$ cat config.mk
export PLATFORM = sky130hd
export DESIGN_NAME = pm_mailbox_channel
export DESIGN_NICKNAME = d
export VERILOG_FILES = /design/src/rtl/pm_mbx_pkg.sv /design/src/rtl/pm_mbx_flags.sv /design/src/rtl/pm_mbx_irq.sv /design/src/rtl/pm_mailbox_channel.sv
export SDC_FILE = /design/constraint.sdc
export NUM_CORES = 1
export LEC_CHECK = 0
export ABC_AREA = 1
export ABC_CLOCK_PERIOD_IN_PS = 1500
export BUFFER_PORTS_ARGS = -buffer_cell sky130_fd_sc_hd__buf_4
export CORE_ASPECT_RATIO = 2
export CORE_MARGIN = 3
export CORE_UTILIZATION = 48
export DETAILED_ROUTE_END_ITERATION = 6
export PLACE_DENSITY_LB_ADDON = 0.3
export SLEW_MARGIN = 15
export SYNTH_ARGS = -nofsm -noshare
export SYNTH_HDL_FRONTEND = slang
export SYNTH_SLANG_ARGS = --single-unit
$ cat constraint.sdc
create_clock -name clk -period 1.5 [get_ports clk]
set_clock_uncertainty 0.1 [all_clocks]
set_input_delay 0.15 -clock clk [delete_from_list [all_inputs] [get_ports clk]]
set_output_delay 0.15 -clock clk [all_outputs]
set_load 0.02 [all_outputs]
$ cat src/rtl/pm_mbx_pkg.sv
package pm_mbx_pkg;
  localparam int ST_OBF = 0;
  localparam int ST_IBF = 1;
  localparam int ST_CMD = 3;

  typedef struct packed {
    logic hirq_fw;
    logic hirq_hw_en;
    logic ibf_ie_cmp;
    logic obe_ie_cmp;
    logic ibf_ie_enh;
    logic obe_ie_enh;
    logic enh_mode;
  } pm_ctl_t;

  localparam int CTL_W = $bits(pm_ctl_t);
endpackage

$ cat src/rtl/pm_mbx_flags.sv
module pm_mbx_flags #(
  parameter int DATA_W = 8,
  parameter int ADDR_W = 8,
  parameter logic [ADDR_W-1:0] DATA_PORT = 'h62,
  parameter logic [ADDR_W-1:0] CMD_PORT  = 'h66
) (
  input  logic              clk,
  input  logic              rst,
  input  logic [ADDR_W-1:0] host_addr,
  input  logic              host_wr,
  input  logic              host_rd,
  input  logic [DATA_W-1:0] host_wdata,
  output logic [DATA_W-1:0] host_rdata,
  input  logic              fw_rd_in,
  input  logic              fw_wr_out,
  input  logic [DATA_W-1:0] fw_wdata,
  output logic [DATA_W-1:0] in_buf,
  output logic [DATA_W-1:0] status,
  output logic              obf,
  output logic              ibf
);
  import pm_mbx_pkg::*;

  logic [DATA_W-1:0] out_buf;
  logic cmd_flag;
  logic hit_data, hit_cmd, wr_any;

  assign hit_data = (host_addr == DATA_PORT);
  assign hit_cmd  = (host_addr == CMD_PORT);
  assign wr_any   = host_wr && (hit_data || hit_cmd);

  always_comb begin
    status = '0;
    status[ST_OBF] = obf;
    status[ST_IBF] = ibf;
    status[ST_CMD] = cmd_flag;
  end

  always_ff @(posedge clk) begin
    if (rst) begin
      in_buf     <= '0;
      out_buf    <= '0;
      host_rdata <= '0;
      obf        <= 1'b0;
      ibf        <= 1'b0;
      cmd_flag   <= 1'b0;
    end else begin
      if (wr_any) begin
        in_buf   <= host_wdata;
        cmd_flag <= hit_cmd;
      end
      if (wr_any) ibf <= 1'b1;
      else if (fw_rd_in) ibf <= 1'b0;
      if (fw_wr_out) begin
        out_buf <= fw_wdata;
        obf     <= 1'b1;
      end else if (host_rd && hit_data) begin
        obf <= 1'b0;
      end
      if (host_rd) begin
        if (hit_data)     host_rdata <= out_buf;
        else if (hit_cmd) host_rdata <= status;
        else              host_rdata <= '0;
      end
    end
  end

  assert_ibf_set_R2: assert property (@(posedge clk) disable iff (rst)
    wr_any |=> ibf);
  assert_ibf_clr_R6: assert property (@(posedge clk) disable iff (rst)
    (fw_rd_in && !wr_any) |=> !ibf);
  assert_obf_set_R5: assert property (@(posedge clk) disable iff (rst)
    fw_wr_out |=> obf);
  assert_obf_clr_R5: assert property (@(posedge clk) disable iff (rst)
    (host_rd && hit_data && !fw_wr_out) |=> !obf);
  assert_cmd_flag_R3: assert property (@(posedge clk) disable iff (rst)
    (host_wr && hit_cmd) |=> status[ST_CMD]);
endmodule

$ cat src/rtl/pm_mbx_irq.sv
module pm_mbx_irq #(
  parameter bit PRIMARY = 1'b1
) (
  input  logic                 clk,
  input  logic                 rst,
  input  pm_mbx_pkg::pm_ctl_t  ctl,
  input  logic                 obf,
  input  logic                 ibf,
  output logic                 irq_obe,
  output logic                 irq_ibf,
  output logic                 host_irq
);
  logic enh_eff, obe_en, ibf_en;

  generate
    if (PRIMARY) begin : g_primary
      assign enh_eff = ctl.enh_mode;
    end else begin : g_secondary
      assign enh_eff = 1'b1;
    end
  endgenerate

  assign obe_en = enh_eff ? ctl.obe_ie_enh : ctl.obe_ie_cmp;
  assign ibf_en = enh_eff ? ctl.ibf_ie_enh : ctl.ibf_ie_cmp;

  always_ff @(posedge clk) begin
    if (rst) begin
      irq_obe  <= 1'b0;
      irq_ibf  <= 1'b0;
      host_irq <= 1'b0;
    end else begin
      irq_obe  <= obe_en && !obf;
      irq_ibf  <= ibf_en && ibf;
      host_irq <= ctl.hirq_hw_en ? obf : ctl.hirq_fw;
    end
  end

  assert_hirq_hw_R10: assert property (@(posedge clk) disable iff (rst)
    ctl.hirq_hw_en |=> (host_irq == $past(obf)));
  assert_hirq_fw_R10: assert property (@(posedge clk) disable iff (rst)
    !ctl.hirq_hw_en |=> (host_irq == $past(ctl.hirq_fw)));
  assert_ibf_irq_R7: assert property (@(posedge clk) disable iff (rst)
    (enh_eff && ctl.ibf_ie_enh && ibf) |=> irq_ibf);
  assert_no_irq_full_R7: assert property (@(posedge clk) disable iff (rst)
    obf |=> !irq_obe);
endmodule

$ cat src/rtl/pm_mailbox_channel.sv
module pm_mailbox_channel #(
  parameter int DATA_W = 8,
  parameter int ADDR_W = 8,
  parameter logic [ADDR_W-1:0] DATA_PORT = 'h62,
  parameter logic [ADDR_W-1:0] CMD_PORT  = 'h66,
  parameter bit PRIMARY = 1'b1
) (
  input  logic              clk,
  input  logic              rst,
  input  logic [ADDR_W-1:0] host_addr,
  input  logic              host_wr,
  input  logic              host_rd,
  input  logic [DATA_W-1:0] host_wdata,
  output logic [DATA_W-1:0] host_rdata,
  input  logic              fw_rd_in,
  output logic [DATA_W-1:0] fw_in_data,
  output logic [DATA_W-1:0] fw_status,
  input  logic              fw_wr_out,
  input  logic [DATA_W-1:0] fw_wdata,
  input  logic              fw_ctl_we,
  input  logic [6:0]        fw_ctl_wdata,
  output logic              irq_obe,
  output logic              irq_ibf,
  output logic              host_irq
);
  import pm_mbx_pkg::*;

  pm_ctl_t ctl_q;
  logic obf, ibf;

  always_ff @(posedge clk) begin
    if (rst) ctl_q <= '0;
    else if (fw_ctl_we) ctl_q <= pm_ctl_t'(fw_ctl_wdata[CTL_W-1:0]);
  end

  pm_mbx_flags #(
    .DATA_W(DATA_W), .ADDR_W(ADDR_W), .DATA_PORT(DATA_PORT), .CMD_PORT(CMD_PORT)
  ) u_flags (
    .clk(clk), .rst(rst), .host_addr(host_addr), .host_wr(host_wr),
    .host_rd(host_rd), .host_wdata(host_wdata), .host_rdata(host_rdata),
    .fw_rd_in(fw_rd_in), .fw_wr_out(fw_wr_out), .fw_wdata(fw_wdata),
    .in_buf(fw_in_data), .status(fw_status), .obf(obf), .ibf(ibf)
  );

  pm_mbx_irq #(.PRIMARY(PRIMARY)) u_irq (
    .clk(clk), .rst(rst), .ctl(ctl_q), .obf(obf), .ibf(ibf),
    .irq_obe(irq_obe), .irq_ibf(irq_ibf), .host_irq(host_irq)
  );

  assert_ctl_load_R13: assert property (@(posedge clk) disable iff (rst)
    fw_ctl_we |=> (ctl_q == $past(fw_ctl_wdata[CTL_W-1:0])));
endmodule

Word-level counts from Yosys, hierarchy flattened
Cells that the tools add are included.

Output and inout bits: 27. Bits of input ports: 38. Register bits: 37. Word-level logic and storage cells: 35.

Reductions and logical operators: 8. Multiplexer cells: 9. Equal/unequal tests: 2.

Operators by type and width (count): $eq 8x7->1 const B (2); $mux 8 (1); $mux 1 (7); $logic_and 1x1->1 (4); $mux 4 (1); $reduce_bool 2->1 (2); $logic_not 1->1 (1); $logic_or 1x1->1 (1).

Longest topological paths before layout
Depth in word-level cells: 4. Gate-level depth with buffers: 9. Mapped depth without buffers: 8.

Cells and area by module
A second synthesis with hierarchy kept.

Cells, all modules: 240. Area total of the unflattened synthesis: 1684.1 sq um.

Modules (own cells, without submodules): pm_mbx_flags (times used 1, area each 1270.0 sq um, cells an instance 176, sequential area each 540.5 sq um); pm_mailbox_channel (times used 1, area each 286.5 sq um, cells an instance 44, sequential area each 140.1 sq um); pm_mbx_irq (times used 1, area each 127.6 sq um, cells an instance 20, sequential area each 60.1 sq um).

Least setup slack after synthesis
Ideal clock, no wire load.

Path type: input -> register. Start point: input port host_addr[7]. End point: register u_flags.in_buf[7]. Cell stages on the path: 9. Required time: 1.287 ns. Setup slack: 0.413 ns. Buffers on the path: 1. Setup time: 0.113 ns. Arrival: 0.874 ns. Cell sequence: inv_1 > nand2_2 > nor2_4 > nand2_2 > nand2_4 > buf_12 > nand3_1 > nand2_1 > nor2_1.

Word-level cells in the longest chain between the ends: 3. Elaborated cells on any way between the ends: 4. Those cells by class: eq/ne (2); reduce/logical (2).

RTL lines: start, declared (RTL line pm_mailbox_channel.sv:10) `input logic [ADDR_W-1:0] host_addr,`; $eq 8x7->1 (on tied branches) (RTL line pm_mbx_flags.sv:28, pm_mbx_flags.sv:29); $logic_or 1x1->1 * (RTL line pm_mbx_flags.sv:30) `assign wr_any = host_wr && (hit_data || hit_cmd);`; $logic_and 1x1->1 * (RTL line pm_mbx_flags.sv:30); end signal, assigned (RTL line pm_mbx_flags.sv:49) `in_buf <= host_wdata;`; end, declared (RTL line pm_mbx_flags.sv:17) `output logic [DATA_W-1:0] in_buf,`.

Every way passes the cells marked *; elsewhere a longest branch is shown, timed or not. A chain may end at the register's enable or synchronous reset.

==> impl_results.md <==
* Final slew viol count at 0
* Initial antenna violation count at 0
* Initial drt markers at 39
* Vias per inst at 4.84
* Worst-path maximum fanout at 17
* Crit Path Class: in2reg
* First-pass GRT wire length at 5880 um
* Startpoint types: input port
* Fin crit share at 93.6%
* Crit path launch: rst
* Final Hold Fails at 0
* Maximum clock path buffer count at 2
* Final Critical Period at 1.40 ns
* Num CTS Buffers at 5
* Hold WC Path Type: in2reg
* Layout fillers at 285
* Rows at 29
* Synth Register Bits at 37
* RSZ-0062 raised after global routing: false
* Grt ovf at 0
* Die X at 47.4 um
* CTS tree: done
* Power per cell area at 938 nW/um^2
* Die ar. at 4210 sq um
* Placer Congestion at 0.774
* Max stage delay on crit path at 0.56 ns
* Sequential fraction of the synthesis area at 45.0%
* Register area at 741 sq um
* Chip Height at 88.8 um
* IO Count at 65
* Total chip power at 0.00217 W
* Netlist Area Pre-Place at 1650 sq um
* R2r startpoint: ctl_q[0]
* N_diodes at 0
* Initial Util at 50.9%
* LEAKAGE at 1.11 nW
* Maxcap violations at 0
* Wire length per cell at 11.3 um
* Fmax at 0.712 GHz
* DRC violations left at 0
* Final setup vio count at 0
* TritonCTS Sinks at 37
* Share of post-route cells with drive strength above 1 at 31.7%
* Fin Setup TNS at 0 ns
* P&R area growth vs syn at 40.5%
* Worst setup EP type: register
* Detail Route Antenna Nets at 0
* Clock-pin slew on the worst setup and hold paths at 0.07 ns
* Fin nets at 327
* Synth warn at 0
* Crit path arrival time at 1.48 ns
* CTS H-tree lvls at 2
* Total GRT Usage at 19.5%
* CORE AREA at 3230 sq um
* Mapped Avg Cell Area at 7.62 sq um
* Required time of the worst setup path at 1.57 ns
* CTS root buf: clkbuf_8
* Detail Placement HPWL at 2660 um
* Vias in the first global route at 1,466
* Slowest cell on crit path: dlygate4sd3_1
* TritonRoute pass-1 iters at 4
* Largest net degree at the start of global routing at 20
* Status: completed
* Worst-skew pair later-pin latency at 0.28 ns
* Maximum vdd ir drop at 0.000977 V
* Area of the multi-input gates at 693 sq um
* Routed via count at 1,555
* Crit path top cell by count: buf_4
* IO buf count at 59
* Overall routed net length at 3620 um
* Synthesized netlist cell count at 216
* Crit-path cells: dlygate4sd3_1, buf_4, clkinvlp_4, buf_12, buf_4, nand3_1, o21ai_0
* Hold wc startpoint: fw_wdata[3]
* Distinct cells, synth at 24
==> power by group <==
part | total, W | leakage (nW) | internal (W) | switching [W]
combinational | 0.000266 | 0.754 | 0.000137 | 0.000130
clock | 0.000867 | 0.0585 | 0.000542 | 0.000325
sequential | 0.00104 | 0.303 | 0.00102 | 0.0000196
total | 0.00217 | 1.11 | 0.00170 | 0.000474
==> kinds of logic after synthesis <==
group | count (synthesis) | synth area share (%)
compound gates | 37 | 13.2
other cells | 1 | 0.228
simple gates | 101 | 27.8
flops | 37 | 45.0
buf+inv | 40 | 13.8
==> worst paths after layout <==
kind         cells past startpoint               endpoint  slack, ns
min                              3     u_flags.out_buf[3]      0.007
max reg2reg                      2          u_irq.irq_obe       0.67
min reg2reg                      2  u_flags.host_rdata[5]       0.35
max                              7            u_flags.ibf        0.1
==> synth_stat cells <==
cell type	n	area, sq um
nor4_1	1	6.26
conb_1	1	3.75
nor2_4	2	22.5
nand2_1	30	113
nand3_1	16	80.1
nand2_4	2	22.5
inv_1	21	78.8
clkinv_1	2	7.51
buf_1	1	3.75
dfxtp_1	37	741
nand4_1	3	18.8
buf_6	1	11.3
buf_4	8	60.1
clkbuf_8	2	27.5
a21oi_1	10	50.1
a211oi_1	1	7.51
o21ai_0	18	90.1
buf_12	1	20.0
nor2_1	40	150
nor2_2	3	18.8
nand2_2	4	25.0
inv_2	2	7.51
buf_2	2	10.0
a21oi_2	8	70.1
==> critical path, delay by kind of cell <==
| family | cells | cell delay [ns] |
|---|---|---|
| AOI/OAI and AO/OA | 1 | 0.07 |
| buffers and inverters | 5 | 1.19 |
| and+or+nand+nor | 1 | 0.07 |
==> metrics by stage <==
stage	worst slack [ns]	instance area [sq um]	std cells	utilization (%)	hold WS, ns
2_1_floorplan	0.413	1660	220	-	0.161
3_3_place_gp	0.246	2040	298	63.3	0.252
3_5_place_dp	0.220	2040	298	63.3	0.258
4_1_cts	0.104	2300	320	71.3	0.00683
5_1_grt	0.0448	2310	321	71.6	0.0428
6_report	0.0962	2310	321	71.6	0.00685
==> cells in the final DEF, fill, tap and decap left out <==
master	synthesis	final
bufinv_16	0	1
a211oi_1	1	1
a21oi_1	10	10
a21oi_2	8	8
nor2_4	2	2
nor4_1	1	1
dfxtp_1	37	37
clkbuf_1	0	1
nand2_1	30	30
nand2_4	2	2
conb_1	1	5
clkbuf_8	2	6
nor2_2	3	3
clkinvlp_4	0	1
nand4_1	3	3
clkinv_1	2	2
nand2_2	4	4
inv_1	21	20
buf_12	1	1
o21ai_0	18	18
nor2_1	40	40
dlygate4sd3_1	0	14
inv_2	2	2
nand3_1	16	16
buf_4	8	62
==> metal layers <==
metal / routed length (um) / global-route usage, %
met5: 0 / 0
met4: 126 / 12.1
met3: 192 / 4.48
met2: 2020 / 35.1
met1: 1280 / 18.1
==> repair_timing <==
action / 4_1_cts / 5_1_grt
hold buffers: 14 / 0
buffers inserted: 0 / 1
endpoints found under the hold margin: 15 / 0
gates resized for setup: 0 / 1
endpoints found under the setup margin: 0 / 2
==> state kept, by name, summed over array words and instances, names as in the netlist <==
register	flops
u_irq.host_irq	1
u_irq.irq_ibf	1
u_flags.in_buf	8
u_irq.irq_obe	1
u_flags.out_buf	8
u_flags.cmd_flag	1
u_flags.host_rdata	8
u_flags.ibf	1
ctl_q	7
u_flags.obf	1
==> cell type report <==
class,count,share of cell area [%]
Clock buffer,7,3.73
Clock inverter,1,1.30
Multi-Input combinational cell,143,30.0
Tap cell,31,1.68
Sequential cell,37,32.0
Timing Repair Buffer,77,27.1
Inverter,25,4.22
Power figures use the tool's default switching activity.
